==> config.mk <==
export PLATFORM = sky130hd
export DESIGN_NAME = cycle_seq
export DESIGN_NICKNAME = d
export VERILOG_FILES = /design/src/rtl/cseq_pkg.sv /design/src/rtl/cseq_rst_sync.sv /design/src/rtl/cseq_phase.sv /design/src/rtl/cseq_sample.sv /design/src/rtl/cseq_ctrl.sv /design/src/rtl/cycle_seq.sv
export SDC_FILE = /design/constraint.sdc
export NUM_CORES = 1
export LEC_CHECK = 0
export BUFFER_PORTS_ARGS = -buffer_cell sky130_fd_sc_hd__buf_2
export CELL_PAD_IN_SITES_DETAIL_PLACEMENT = 0
export CELL_PAD_IN_SITES_GLOBAL_PLACEMENT = 1
export CORE_ASPECT_RATIO = 0.8
export CORE_MARGIN = 8
export CORE_UTILIZATION = 30
export CTS_CLUSTER_DIAMETER = 150
export DETAILED_ROUTE_END_ITERATION = 16
export PLACE_DENSITY_LB_ADDON = 0.1
export REMOVE_ABC_BUFFERS = 1
export SYNTH_ARGS = -nofsm -noshare
export SYNTH_HDL_FRONTEND = slang
export SYNTH_SLANG_ARGS = --single-unit
==> constraint.sdc <==
create_clock -name clk -period 1.2 [get_ports clk]
set_clock_uncertainty 0.05 [all_clocks]
set_input_delay 0.24 -clock clk [delete_from_list [all_inputs] [get_ports clk]]
set_output_delay 0.24 -clock clk [all_outputs]
set_load 0.005 [all_outputs]
==> src/rtl/cseq_pkg.sv <==
`timescale 1ns/1ps
package cseq_pkg;

  typedef enum logic [1:0] {
    CYC_FETCH = 2'b00,
    CYC_EXEC  = 2'b01,
    CYC_DMA   = 2'b10,
    CYC_INT   = 2'b11
  } cyc_t;

  // request snapshot taken once per machine cycle
  typedef struct packed {
    logic dma;
    logic dma_in;
    logic irq;
    logic lng;
    logic idle;
  } req_snap_t;

endpackage

==> src/rtl/cseq_rst_sync.sv <==
`timescale 1ns/1ps
module cseq_rst_sync #(
  parameter int STAGES = 2
) (
  input  logic clk,
  input  logic rst_n,
  output logic rst_ni
);

  logic [STAGES-1:0] chain_q;
  logic [STAGES-1:0] chain_d;

  always_comb begin
    chain_d = {chain_q[STAGES-2:0], 1'b1};
  end

  always_ff @(posedge clk or negedge rst_n) begin
    if (!rst_n) chain_q <= '0;
    else        chain_q <= chain_d;
  end

  assign rst_ni = chain_q[STAGES-1];

endmodule

==> src/rtl/cseq_phase.sv <==
`timescale 1ns/1ps
module cseq_phase #(
  parameter int CYC_LEN = 8,
  parameter int TPA_PH  = 1,
  parameter int TPB_PH  = 6,
  parameter int SMP_PH  = 6,
  localparam int PH_W   = $clog2(CYC_LEN)
) (
  input  logic            clk,
  input  logic            rst_ni,
  input  logic            adv,
  output logic [PH_W-1:0] phase,
  output logic            pre,
  output logic            tpa,
  output logic            tpb,
  output logic            smp_en,
  output logic            boundary
);

  localparam logic [PH_W-1:0] LAST_PH = PH_W'(CYC_LEN - 1);
  localparam logic [PH_W-1:0] A_PH    = PH_W'(TPA_PH);
  localparam logic [PH_W-1:0] B_PH    = PH_W'(TPB_PH);
  localparam logic [PH_W-1:0] S_PH    = PH_W'(SMP_PH);

  logic [PH_W-1:0] phase_q, phase_d;
  logic            pre_q, pre_d;
  logic            count_en;

  // the extra initialization clock is spent in pre
  assign count_en = adv && !pre_q;

  always_comb begin
    pre_d   = pre_q && !adv;
    phase_d = phase_q;
    if (count_en) begin
      if (phase_q == LAST_PH) phase_d = '0;
      else                    phase_d = phase_q + 1'b1;
    end
  end

  always_ff @(posedge clk or negedge rst_ni) begin
    if (!rst_ni) begin
      phase_q <= '0;
      pre_q   <= 1'b1;
    end else begin
      phase_q <= phase_d;
      pre_q   <= pre_d;
    end
  end

  assign phase    = phase_q;
  assign pre      = pre_q;
  assign tpa      = !pre_q && (phase_q == A_PH);
  assign tpb      = !pre_q && (phase_q == B_PH);
  assign smp_en   = count_en && (phase_q == S_PH);
  assign boundary = count_en && (phase_q == LAST_PH);

  // a boundary always wraps to phase 0
  p_phase_wrap_r1: assert property (@(posedge clk) disable iff (!rst_ni)
    boundary |=> (phase == '0));

  // no advance while paused
  p_phase_hold_r9: assert property (@(posedge clk) disable iff (!rst_ni)
    !adv |=> $stable(phase) && $stable(pre));

endmodule

==> src/rtl/cseq_sample.sv <==
`timescale 1ns/1ps
module cseq_sample
  import cseq_pkg::*;
(
  input  logic      clk,
  input  logic      rst_ni,
  input  logic      smp_en,
  input  logic      dma_in_req,
  input  logic      dma_out_req,
  input  logic      irq_req,
  input  logic      irq_en,
  input  logic      long_hint,
  input  logic      idle_hint,
  output req_snap_t snap
);

  req_snap_t snap_q, snap_d;

  always_comb begin
    snap_d = snap_q;
    if (smp_en) begin
      snap_d.dma    = dma_in_req || dma_out_req;
      snap_d.dma_in = dma_in_req;
      snap_d.irq    = irq_req && irq_en;
      snap_d.lng    = long_hint;
      snap_d.idle   = idle_hint;
    end
  end

  always_ff @(posedge clk or negedge rst_ni) begin
    if (!rst_ni) snap_q <= '0;
    else         snap_q <= snap_d;
  end

  assign snap = snap_q;

  // the snapshot only moves at the sampling phase
  p_snap_stable_r11: assert property (@(posedge clk) disable iff (!rst_ni)
    !smp_en |=> $stable(snap));

endmodule

==> src/rtl/cseq_ctrl.sv <==
`timescale 1ns/1ps
module cseq_ctrl
  import cseq_pkg::*;
(
  input  logic      clk,
  input  logic      rst_ni,
  input  logic      adv,
  input  logic      boundary,
  input  req_snap_t snap,
  output cyc_t      cur,
  output logic      init,
  output logic      dir_in
);

  cyc_t cur_q, cur_d;
  logic init_q, init_d;
  logic long2_q, long2_d;
  logic idle_q, idle_d;
  logic dir_q, dir_d;
  cyc_t serve;
  logic take_second;

  // request-driven choice shared by every decision point
  always_comb begin
    if (snap.dma)      serve = CYC_DMA;
    else if (snap.irq) serve = CYC_INT;
    else               serve = CYC_FETCH;
  end

  assign take_second = snap.lng && !long2_q && !idle_q;

  always_comb begin
    cur_d   = cur_q;
    init_d  = init_q;
    long2_d = long2_q;
    idle_d  = idle_q;
    dir_d   = dir_q;
    if (boundary) begin
      long2_d = 1'b0;
      unique case (cur_q)
        CYC_FETCH: cur_d = CYC_EXEC;
        CYC_EXEC: begin
          if (init_q) begin
            cur_d  = CYC_FETCH;
            init_d = 1'b0;
          end else if (take_second) begin
            cur_d   = CYC_EXEC;
            long2_d = 1'b1;
          end else if (serve != CYC_FETCH) begin
            cur_d  = serve;
            idle_d = 1'b0;
          end else if (idle_q || snap.idle) begin
            cur_d  = CYC_EXEC;
            idle_d = 1'b1;
          end else begin
            cur_d = CYC_FETCH;
          end
        end
        default: cur_d = serve;
      endcase
      dir_d = (cur_d == CYC_DMA) && snap.dma_in;
    end
  end

  always_ff @(posedge clk or negedge rst_ni) begin
    if (!rst_ni) begin
      cur_q   <= CYC_EXEC;
      init_q  <= 1'b1;
      long2_q <= 1'b0;
      idle_q  <= 1'b0;
      dir_q   <= 1'b0;
    end else begin
      cur_q   <= cur_d;
      init_q  <= init_d;
      long2_q <= long2_d;
      idle_q  <= idle_d;
      dir_q   <= dir_d;
    end
  end

  assign cur    = cur_q;
  assign init   = init_q;
  assign dir_in = dir_q;

  // initialization reports as execute
  p_init_code_r2: assert property (@(posedge clk) disable iff (!rst_ni)
    init |-> (cur == CYC_EXEC));

  // execute after fetch
  p_fetch_exec_r4: assert property (@(posedge clk) disable iff (!rst_ni)
    boundary && (cur == CYC_FETCH) |=> (cur == CYC_EXEC));

  // DMA first at a decision point
  p_dma_first_r5: assert property (@(posedge clk) disable iff (!rst_ni)
    boundary && snap.dma && !init && (cur != CYC_FETCH) &&
    !((cur == CYC_EXEC) && take_second) |=> (cur == CYC_DMA));

  // long instruction gets its second execute
  p_long_two_r6: assert property (@(posedge clk) disable iff (!rst_ni)
    boundary && (cur == CYC_EXEC) && !init && take_second |=> (cur == CYC_EXEC));

  // no interrupt cycle without a sampled enabled request
  p_irq_needs_en_r10: assert property (@(posedge clk) disable iff (!rst_ni)
    boundary && !snap.irq && (cur != CYC_INT) |=> (cur != CYC_INT));

  // cycle type held while paused
  p_state_hold_r9: assert property (@(posedge clk) disable iff (!rst_ni)
    !adv |=> $stable(cur) && $stable(dir_in));

endmodule

==> src/rtl/cycle_seq.sv <==
`timescale 1ns/1ps
module cycle_seq
  import cseq_pkg::*;
#(
  parameter int CYC_LEN     = 8,
  parameter int TPA_PH      = 1,
  parameter int TPB_PH      = 6,
  parameter int SMP_PH      = 6,
  parameter int SYNC_STAGES = 2
) (
  input  logic       clk,
  input  logic       rst_n,
  input  logic       hold_req,
  input  logic       dma_in_req,
  input  logic       dma_out_req,
  input  logic       irq_req,
  input  logic       irq_en,
  input  logic       long_hint,
  input  logic       idle_hint,
  output logic [1:0] state_code,
  output logic       tpa,
  output logic       tpb,
  output logic       dma_in_cyc,
  output logic       irq_en_clr
);

  localparam int PH_W = $clog2(CYC_LEN);

  logic            rst_ni;
  logic            adv;
  logic [PH_W-1:0] phase;
  logic            pre;
  logic            smp_en;
  logic            boundary;
  req_snap_t       snap;
  cyc_t            cur;
  logic            init;
  logic            dir_in;

  assign adv = !hold_req;

  cseq_rst_sync #(.STAGES(SYNC_STAGES)) u_rst (
    .clk    (clk),
    .rst_n  (rst_n),
    .rst_ni (rst_ni)
  );

  cseq_phase #(
    .CYC_LEN (CYC_LEN),
    .TPA_PH  (TPA_PH),
    .TPB_PH  (TPB_PH),
    .SMP_PH  (SMP_PH)
  ) u_phase (
    .clk      (clk),
    .rst_ni   (rst_ni),
    .adv      (adv),
    .phase    (phase),
    .pre      (pre),
    .tpa      (tpa),
    .tpb      (tpb),
    .smp_en   (smp_en),
    .boundary (boundary)
  );

  cseq_sample u_sample (
    .clk         (clk),
    .rst_ni      (rst_ni),
    .smp_en      (smp_en),
    .dma_in_req  (dma_in_req),
    .dma_out_req (dma_out_req),
    .irq_req     (irq_req),
    .irq_en      (irq_en),
    .long_hint   (long_hint),
    .idle_hint   (idle_hint),
    .snap        (snap)
  );

  cseq_ctrl u_ctrl (
    .clk      (clk),
    .rst_ni   (rst_ni),
    .adv      (adv),
    .boundary (boundary),
    .snap     (snap),
    .cur      (cur),
    .init     (init),
    .dir_in   (dir_in)
  );

  assign state_code = cur;
  assign dma_in_cyc = (cur == CYC_DMA) && dir_in;
  assign irq_en_clr = (cur == CYC_INT) && tpa;

  // tpa lasts one clock unless paused
  p_tpa_single_r3: assert property (@(posedge clk) disable iff (!rst_ni)
    tpa && !hold_req |=> !tpa);

  // outputs frozen under hold
  p_out_frozen_r9: assert property (@(posedge clk) disable iff (!rst_ni)
    hold_req |=> $stable(state_code) && $stable(tpa) && $stable(tpb));

  // pulses never overlap, none during the extra init clock
  p_pulse_pre_r3: assert property (@(posedge clk) disable iff (!rst_ni)
    pre |-> !tpa && !tpb && init);

endmodule

* After elaboration in Yosys (flattened, before gate mapping)
Cells that the tools add are included.
Operators by class: eq/ne operators 7, $add $sub $neg 1, reduce and logical (&&, ||, !) cells 23, bitwise operators 2, mux-type cells 14
Operators with widths (count):
- $logic_and 1x1->1 | 12
- $mux 2 | 6
- $eq 2x2->1 const B | 3
- $eq 3x3->1 const B | 2
- $mux 1 | 6
- $reduce_and 5->1 | 1
- $logic_not 1->1 | 4
- $pmux 2 s2 | 1
- $reduce_bool 2->1 | 2
- $add 3x1->3 const B | 1
- $eq 3x1->1 const B | 1
- $mux 3 | 1
- $eq 2x1->1 const B | 1
- $logic_not 2->1 | 1
- $logic_or 1x1->1 | 2
- $not 1->1 | 2
- $reduce_and 2->1 | 1
Word-level totals: word-level logic and storage cells 60, flip-flop bits (word level) 17, output and inout bits 6, input port bits 9

* Logic depth before layout (Yosys ltp)
Gate-level depths: netlist of run 1.
depth in word-level cells 10, mapped depth 7, gate-level depth less buffers 6

* By module
From an unflattened synthesis of run 1, not the netlist that was laid out.
Second synthesis, totals: cells, all modules 71, area total of the unflattened synthesis 840.8 sq um
By module, submodules not included:
- cseq_ctrl | area an instance 309.0 sq um, cells an instance 29, sequential area each 152.6 sq um, instances 1
- cseq_phase | area an instance 250.2 sq um, cells an instance 21, sequential area each 101.3 sq um, instances 1
- cseq_sample | area an instance 207.7 sq um, cells an instance 15, sequential area each 125.1 sq um, instances 1
- cseq_rst_sync | area an instance 53.8 sq um, cells an instance 3, sequential area each 50.0 sq um, instances 1
- cycle_seq | area an instance 20.0 sq um, cells an instance 3, sequential area each 0.0 sq um, instances 1

* Least setup slack after synthesis of run 1
Ideal clock, no wire load.
path kind flip-flop to flip-flop, from register u_phase.phase_q[0] (netlist: u_phase.phase[0]), to register u_ctrl.idle_q, clock period less this slack 1731 ps, required time 1073 ps, cell stages (with the launch flop) 8, arrival 1604 ps, path slack -531 ps, setup time 77 ps, buffers on the path 1, cells stage by stage dfrtp_1 -> ha_1 -> ha_1 -> or3b_1 -> buf_6 -> nor4_4 -> a21oi_1 -> a21oi_1
Between the ends: cells in the longest elaborated chain, start to end 3
Ends and longest elaborated chain:
- from (decl) | RTL line cseq_phase.sv:25 | logic [PH_W-1:0] phase_q, phase_d;
- from (signal assigned) | RTL line cseq_phase.sv:46 | phase_q <= phase_d;
- $eq 3x3->1 | RTL line cseq_phase.sv:56 | assign boundary = count_en && (phase_q == LAST_PH);
- $logic_and 1x1->1 | RTL line cseq_phase.sv:56
- $reduce_and 5->1 (no line)
- to (signal assigned) | RTL line cseq_ctrl.sv:76 | idle_q <= idle_d;
- to (decl) | RTL line cseq_ctrl.sv:18 | logic idle_q, idle_d;
No other way between the ends. A chain may end at the register's enable or synchronous reset.

* Worst setup path in the final report of run 1
from register u_phase.phase_q[1] (netlist: u_phase.phase[1]), to output irq_en_clr
Between the ends: cells in the longest elaborated chain, start to end 3
Ends and longest elaborated chain:
- $eq 3x1->1 | RTL line cseq_phase.sv:53 | assign tpa = !pre_q && (phase_q == A_PH);
- $logic_and 1x1->1 | RTL line cseq_phase.sv:53
- $logic_and 1x1->1 | RTL line cycle_seq.sv:91 | assign irq_en_clr = (cur == CYC_INT) && tpa;
- to (decl) | RTL line cycle_seq.sv:24 | output logic irq_en_clr
No other way between the ends.

==> results.md, run 1 <==
* Outcome: complete, but fails checks
* Failing checks: setup timing
* ANT cells at 0
* Crit Path Class: reg -> out
* Final setup vio count at 20
* Yosys cell types at 26
* Worst hold path type: in -> reg
* Yosys warnings at 0
* Chip Height at 62.4 um
* Total power at 2.47 mW
* Initial Util at 0.323
* Post-synthesis cell area at 807 um^2
* H-tree depth at 1
* Vias per Instance at 4.26
* Setup WS post-layout at -0.505 ns
* Global route overflow at 0
* Antenna viol nets, final at 0
* Clock transition at path regs at 0.11 ns
* Share of layout cells above drive strength 1 at 0.534
* Setup_tns at -5.39 ns
* Die width at 74.0 um
* Gate Count Post-Synth at 75
* 1st-iter DRT viols at 13
* GR Util All Layers at 0.0878
* Die area at 4620 um^2
* # Max-Cap Violations at 0
* CTS tree: done
* Area Growth Syn to Fin at 50.2%
* Critical Path Start Type: flop
* Largest net degree at the start of global routing at 16
* Total CTS buffers at 3
* R2r setup slk at -0.45 ns
* Nets at 130
* Final hold viol count at 0
* Half-perimeter wire length after placement at 1.39 mm
* DP Cell Count at 144
* Port Buf Inserts at 14
* Sequential area share after synthesis at 0.532
* Antenna violations before repair at 0
* Tcrit/Tclk final at 1.42
* Clock sink total at 17
* CP Data Arrival Time at 1.41 ns
* Clock buffer depth at 2
* Core area at 2500 um^2
* Leak pwr at 0.584 nW
* Design area at 1210 um^2
* Maximum fanout along the worst path at 2
* First-pass GRT wire length at 3.22 mm
* I/O pins at 15
* DP Area at 1060 um^2
* Pwr dens at 2040 nW/um^2
* Worst-Skew Late Latency at 0.30 ns
* Crit end category: output port
* Hold WS at 0.110 ns
* Finished Core Util at 0.485
* Worst EP required at 0.91 ns
* Syn Area/Cell at 10.8 um^2
* Max Fclk at 587 MHz
* Unrepaired setup endpoints after global routing: true
* Number of synthesized register bits at 17
* Peak VDD IR at 0.000879 V
* Vias in the first global route at 712
* Slew Limit Fails at 0
* Post-place setup slack at -0.519 ns
* Clock root cell: clkbuf_4
* Total Wirelength at 1.78 mm
* Routed wire length per instance at 11.7 um
* DR vias at 647
* Placement Rows at 16
* DRC viols at 0
* Routability cong. at 0.751
* Final std cells w/o fill at 152
* Detailed Routing Iterations Pass 1 at 4
* Final period demand of the worst path at 1.70 ns
[synth_stat cells, drive strengths merged]
master | number | area (um^2)
a21oi | 4 | 20.0
nand2 | 6 | 22.5
nor3b | 3 | 27.5
mux2 | 4 | 45.0
dfrtp | 14 | 350
nand3b | 1 | 7.51
a21boi | 1 | 7.51
nor2 | 9 | 33.8
or3b | 1 | 8.76
and3 | 1 | 6.26
a32o | 1 | 10.0
or2 | 1 | 6.26
and2 | 1 | 7.51
o41ai | 1 | 8.76
nand2b | 1 | 6.26
o21ai | 7 | 35.0
ha | 4 | 50.1
nor4 | 1 | 21.3
nand3 | 1 | 5.00
or3 | 1 | 6.26
dfstp | 3 | 78.8
inv | 6 | 22.5
nor3 | 1 | 5.00
buf | 1 | 11.3
conb | 1 | 3.75
[cells by family (layout without fill, tap and decap cells)]
kind of cell               Yosys count  after routing  share of synthesized area
muxes                                4              4                     0.0558
other                                1              1                    0.00465
AOI/OAI and AO/OA                   14             14                      0.101
and+or+nand+nor                     28             28                      0.203
buffers and inverters                7             48                     0.0419
adders and majority gates            4              4                     0.0620
DFF                                 17             17                      0.532
[metal layers]
layer  routed length, um  share of wire  track usage  vias up
li1                    -              -            -      335
met1                 915           0.51        0.119      295
met5                   0              0            0        -
met4                  14         0.0079       0.0149        0
met3                  90          0.050       0.0433        2
met2                 761           0.43        0.122       15
[critical path: stages (launching register included)]
cell     delay, ns
dfrtp_1       0.41
buf_6         0.13
inv_4         0.05
ha_4          0.10
nor3b_2       0.15
and3_1        0.16
buf_2         0.11
[layout make-up]
cell class | instances | area [um^2]
clock inverter | 1 | 7.51
timing repair buffer | 38 | 288
sequential | 17 | 429
tap | 36 | 45.0
fill | 231 | 1290
multi-input combinational | 51 | 395
clock buffer | 3 | 22.5
inverter | 6 | 25.0
[path summary, 6_finish.rpt]
| path | start | to | depth (start not counted) |
|---|---|---|---|
| max in group asynchronous | u_rst.chain_q[1] | u_phase.pre | 1 |
| min in group asynchronous | u_rst.chain_q[1] | u_phase.phase[0] | 1 |
| setup / recovery | u_phase.phase[1] | irq_en_clr | 6 |
| hold reg to reg | u_rst.chain_q[1] | u_phase.phase[0] | 1 |
| setup reg to reg | u_phase.phase[1] | u_ctrl.cur[0] | 5 |
| hold / removal | dma_in_req | u_sample.snap[3] | 3 |
[where the power goes]
group	leakage, nW	internal (mW)	switching (mW)	total (mW)
logic	0.364	0.703	0.519	1.22
registers	0.206	0.786	0.138	0.924
clock network	0.0139	0.127	0.195	0.322
[layout by cell type, fill, tap and decap left out, drive strengths merged]
master	Yosys	final
nand2b	1	1
o21ai	7	7
nor4	1	1
or2	1	1
a21oi	4	4
or3	1	1
dfrtp	14	14
nand3	1	1
dlygate4sd3	0	1
nor2	9	9
clkinvlp	0	1
buf	1	37
nor3b	3	3
inv	6	6
o41ai	1	1
clkbuf	0	3
a32o	1	1
ha	4	4
a21boi	1	1
mux2	4	4
nor3	1	1
or3b	1	1
nand2	6	6
and2	1	1
conb	1	1
and3	1	1
dfstp	3	3
nand3b	1	1
[state kept, by name, summed over array words and instances, names as in the netlist, 2 cells and up]
register,cells
u_sample.snap,5
u_phase.phase,3
u_ctrl.cur,2
u_rst.chain_q,2
[repair_timing]
item                                    CTS  global route
resized for setup                        21             5
hold buffers                              1             0
buffers inserted                          3             0
pin swaps                                 4             2
endpoints found under the hold margin     2             0
endpoints found under the setup margin   20            20
No activity file was read; power rests on OpenSTA's default activity.
==> run 2, diff against run 1 <==
- PLACE_DENSITY: unset -> 0.62
- PLACE_DENSITY_LB_ADDON: 0.1 -> unset
==> run 2 against run 1 <==
The run still ends with setup timing left. Sequential share of layout area fell by 2.0 points. Critical path depth stayed put. First-iteration DRC count rose to 2.7 times the previous value. Clock-buffer cell count increased by 1. Routed wire length is 13% higher. Combinational power grew 15%. Critical endpoint unchanged. Largest cell class is now multi-input combinational cells. Largest power group unchanged.
==> results.md, run 2 (synthesis results as in run 1) <==
* CTS tree: done
* Placement Rows at 16
* Crit end category: output port
* GR Util All Layers at 0.0976
* Routed wire length per instance at 13.1 um
* Share of layout cells above drive strength 1 at 0.585
* Pwr dens at 2060 nW/um^2
* Total CTS buffers at 3
* Die width at 74.0 um
* Slew Limit Fails at 0
* Clock transition at path regs at 0.10 ns
* CP Data Arrival Time at 1.45 ns
* Clock root cell: clkbuf_4
* Worst-Skew Late Latency at 0.29 ns
* Total power at 2.65 mW
* Setup_tns at -6.35 ns
* Antenna viol nets, final at 0
* ANT cells at 0
* Final setup vio count at 20
* Worst EP required at 0.91 ns
* Area Growth Syn to Fin at 59.4%
* H-tree depth at 1
* Failing checks: setup timing
* CP max stage delay at 0.40 ns
* 1st-iter DRT viols at 35
* DRC viols at 0
* Routability cong. at 0.797
* Critical Path Start Type: flop
* Half-perimeter wire length after placement at 1.39 mm
* Largest net degree at the start of global routing at 16
* Detailed Routing Iterations Pass 1 at 4
* Final hold viol count at 0
* Final period demand of the worst path at 1.74 ns
* Maximum fanout along the worst path at 2
* Leak pwr at 0.620 nW
* Core area at 2500 um^2
* Crit path max-delay family: flip-flops
* CP Buf/Inv Count at 3
* Outcome: complete, but fails checks
* Worst-path cell chain: buf_6, inv_4, ha_4, nor3b_4, and3_1, buf_2
* Die area at 4620 um^2
* Clock buffer depth at 2
* Max Fclk at 574 MHz
* I/O pins at 15
* Worst hold path type: reg -> async
* Worst Max-Slew Pin Slew at 0.581 ns
* # Max-Cap Violations at 0
* Total Wirelength at 2.01 mm
* Nets at 132
* Setup WS post-layout at -0.542 ns
* Leading cell type in the layout, fill and taps excluded: buf_4
* Vias per Instance at 4.41
* First-pass GRT wire length at 3.50 mm
* Commonest non-fill, non-tap cells in the layout: buf_4 (18), dfrtp_1 (14), buf_2 (11)
* Vias in the first global route at 712
* DR vias at 679
* Tcrit/Tclk final at 1.45
* Initial Util at 0.323
* Port Buf Inserts at 14
* Chip Height at 62.4 um
* Unrepaired setup endpoints after global routing: true
* Clock sink total at 17
* Peak VDD IR at 0.000814 V
* Rel. slew slack at 0.609
* Finished Core Util at 0.514
* Antenna violations before repair at 0
* Global route overflow at 0
* Crit Path Class: reg -> out
* Max reg flops at 5
* Slowest cell on the critical path: dfrtp_1
[run 2: cell types whose count changed in the layout (fill, tap and decap cells not counted), sizes merged]
cell / change
buf: +2
clkbuf: +1
clkinvlp: -1
[run 2: routing by layer]
metal	global-route usage	wire length [um]
met5	0	0
met4	0.0299	25
met3	0.0465	142
met2	0.138	885
met1	0.126	956
[run 2: metrics by stage]
stage	hold slack (ns)	cells	instance area, um^2	setup WS, ns
after floorplan	-0.106	74	796	-0.548
after global placement	-0.0255	144	1060	-0.452
after detailed placement	-0.0220	144	1060	-0.487
after CTS	0.108	152	1230	-0.547
after global routing	0.0989	154	1290	-0.618
final	0.118	154	1290	-0.542
[run 2: final cells by class]
type	count	area [um^2]
Timing Repair Buffer	40	313
Fill cell	222	1220
Clock buffer	4	26.3
Sequential cell	17	429
Inverter	6	25.0
Tap cell	36	45.0
Multi-Input combinational cell	51	448
[run 2: timing repair]
item                                   CTS  global route
endpoints found under the hold margin    2             0
setup endpoints to repair               20            20
resized for setup                       26            11
hold buffers                             1             0
setup buffers                            3             2
pin swaps                                6             3
[run 2: worst paths after layout]
kind,cells past startpoint,startpoint,end,slack (ns)
min in group clk,3,dma_in_req,u_sample.snap[3],0.12
setup / recovery,6,u_phase.phase[1],irq_en_clr,-0.54
hold / removal,1,u_rst.chain_q[1],u_ctrl.dir_in,0.12
setup reg to reg,6,u_phase.phase[1],u_ctrl.cur[0],-0.51
hold reg to reg,1,u_rst.chain_q[1],u_ctrl.dir_in,0.12
max in group asynchronous,1,u_rst.chain_q[1],u_ctrl.init,0.73
[run 2: where the power goes]
group / internal (mW) / switching [mW]
logic: 0.790 / 0.610
clock network: 0.129 / 0.180
registers: 0.787 / 0.154
total: 1.71 / 0.944
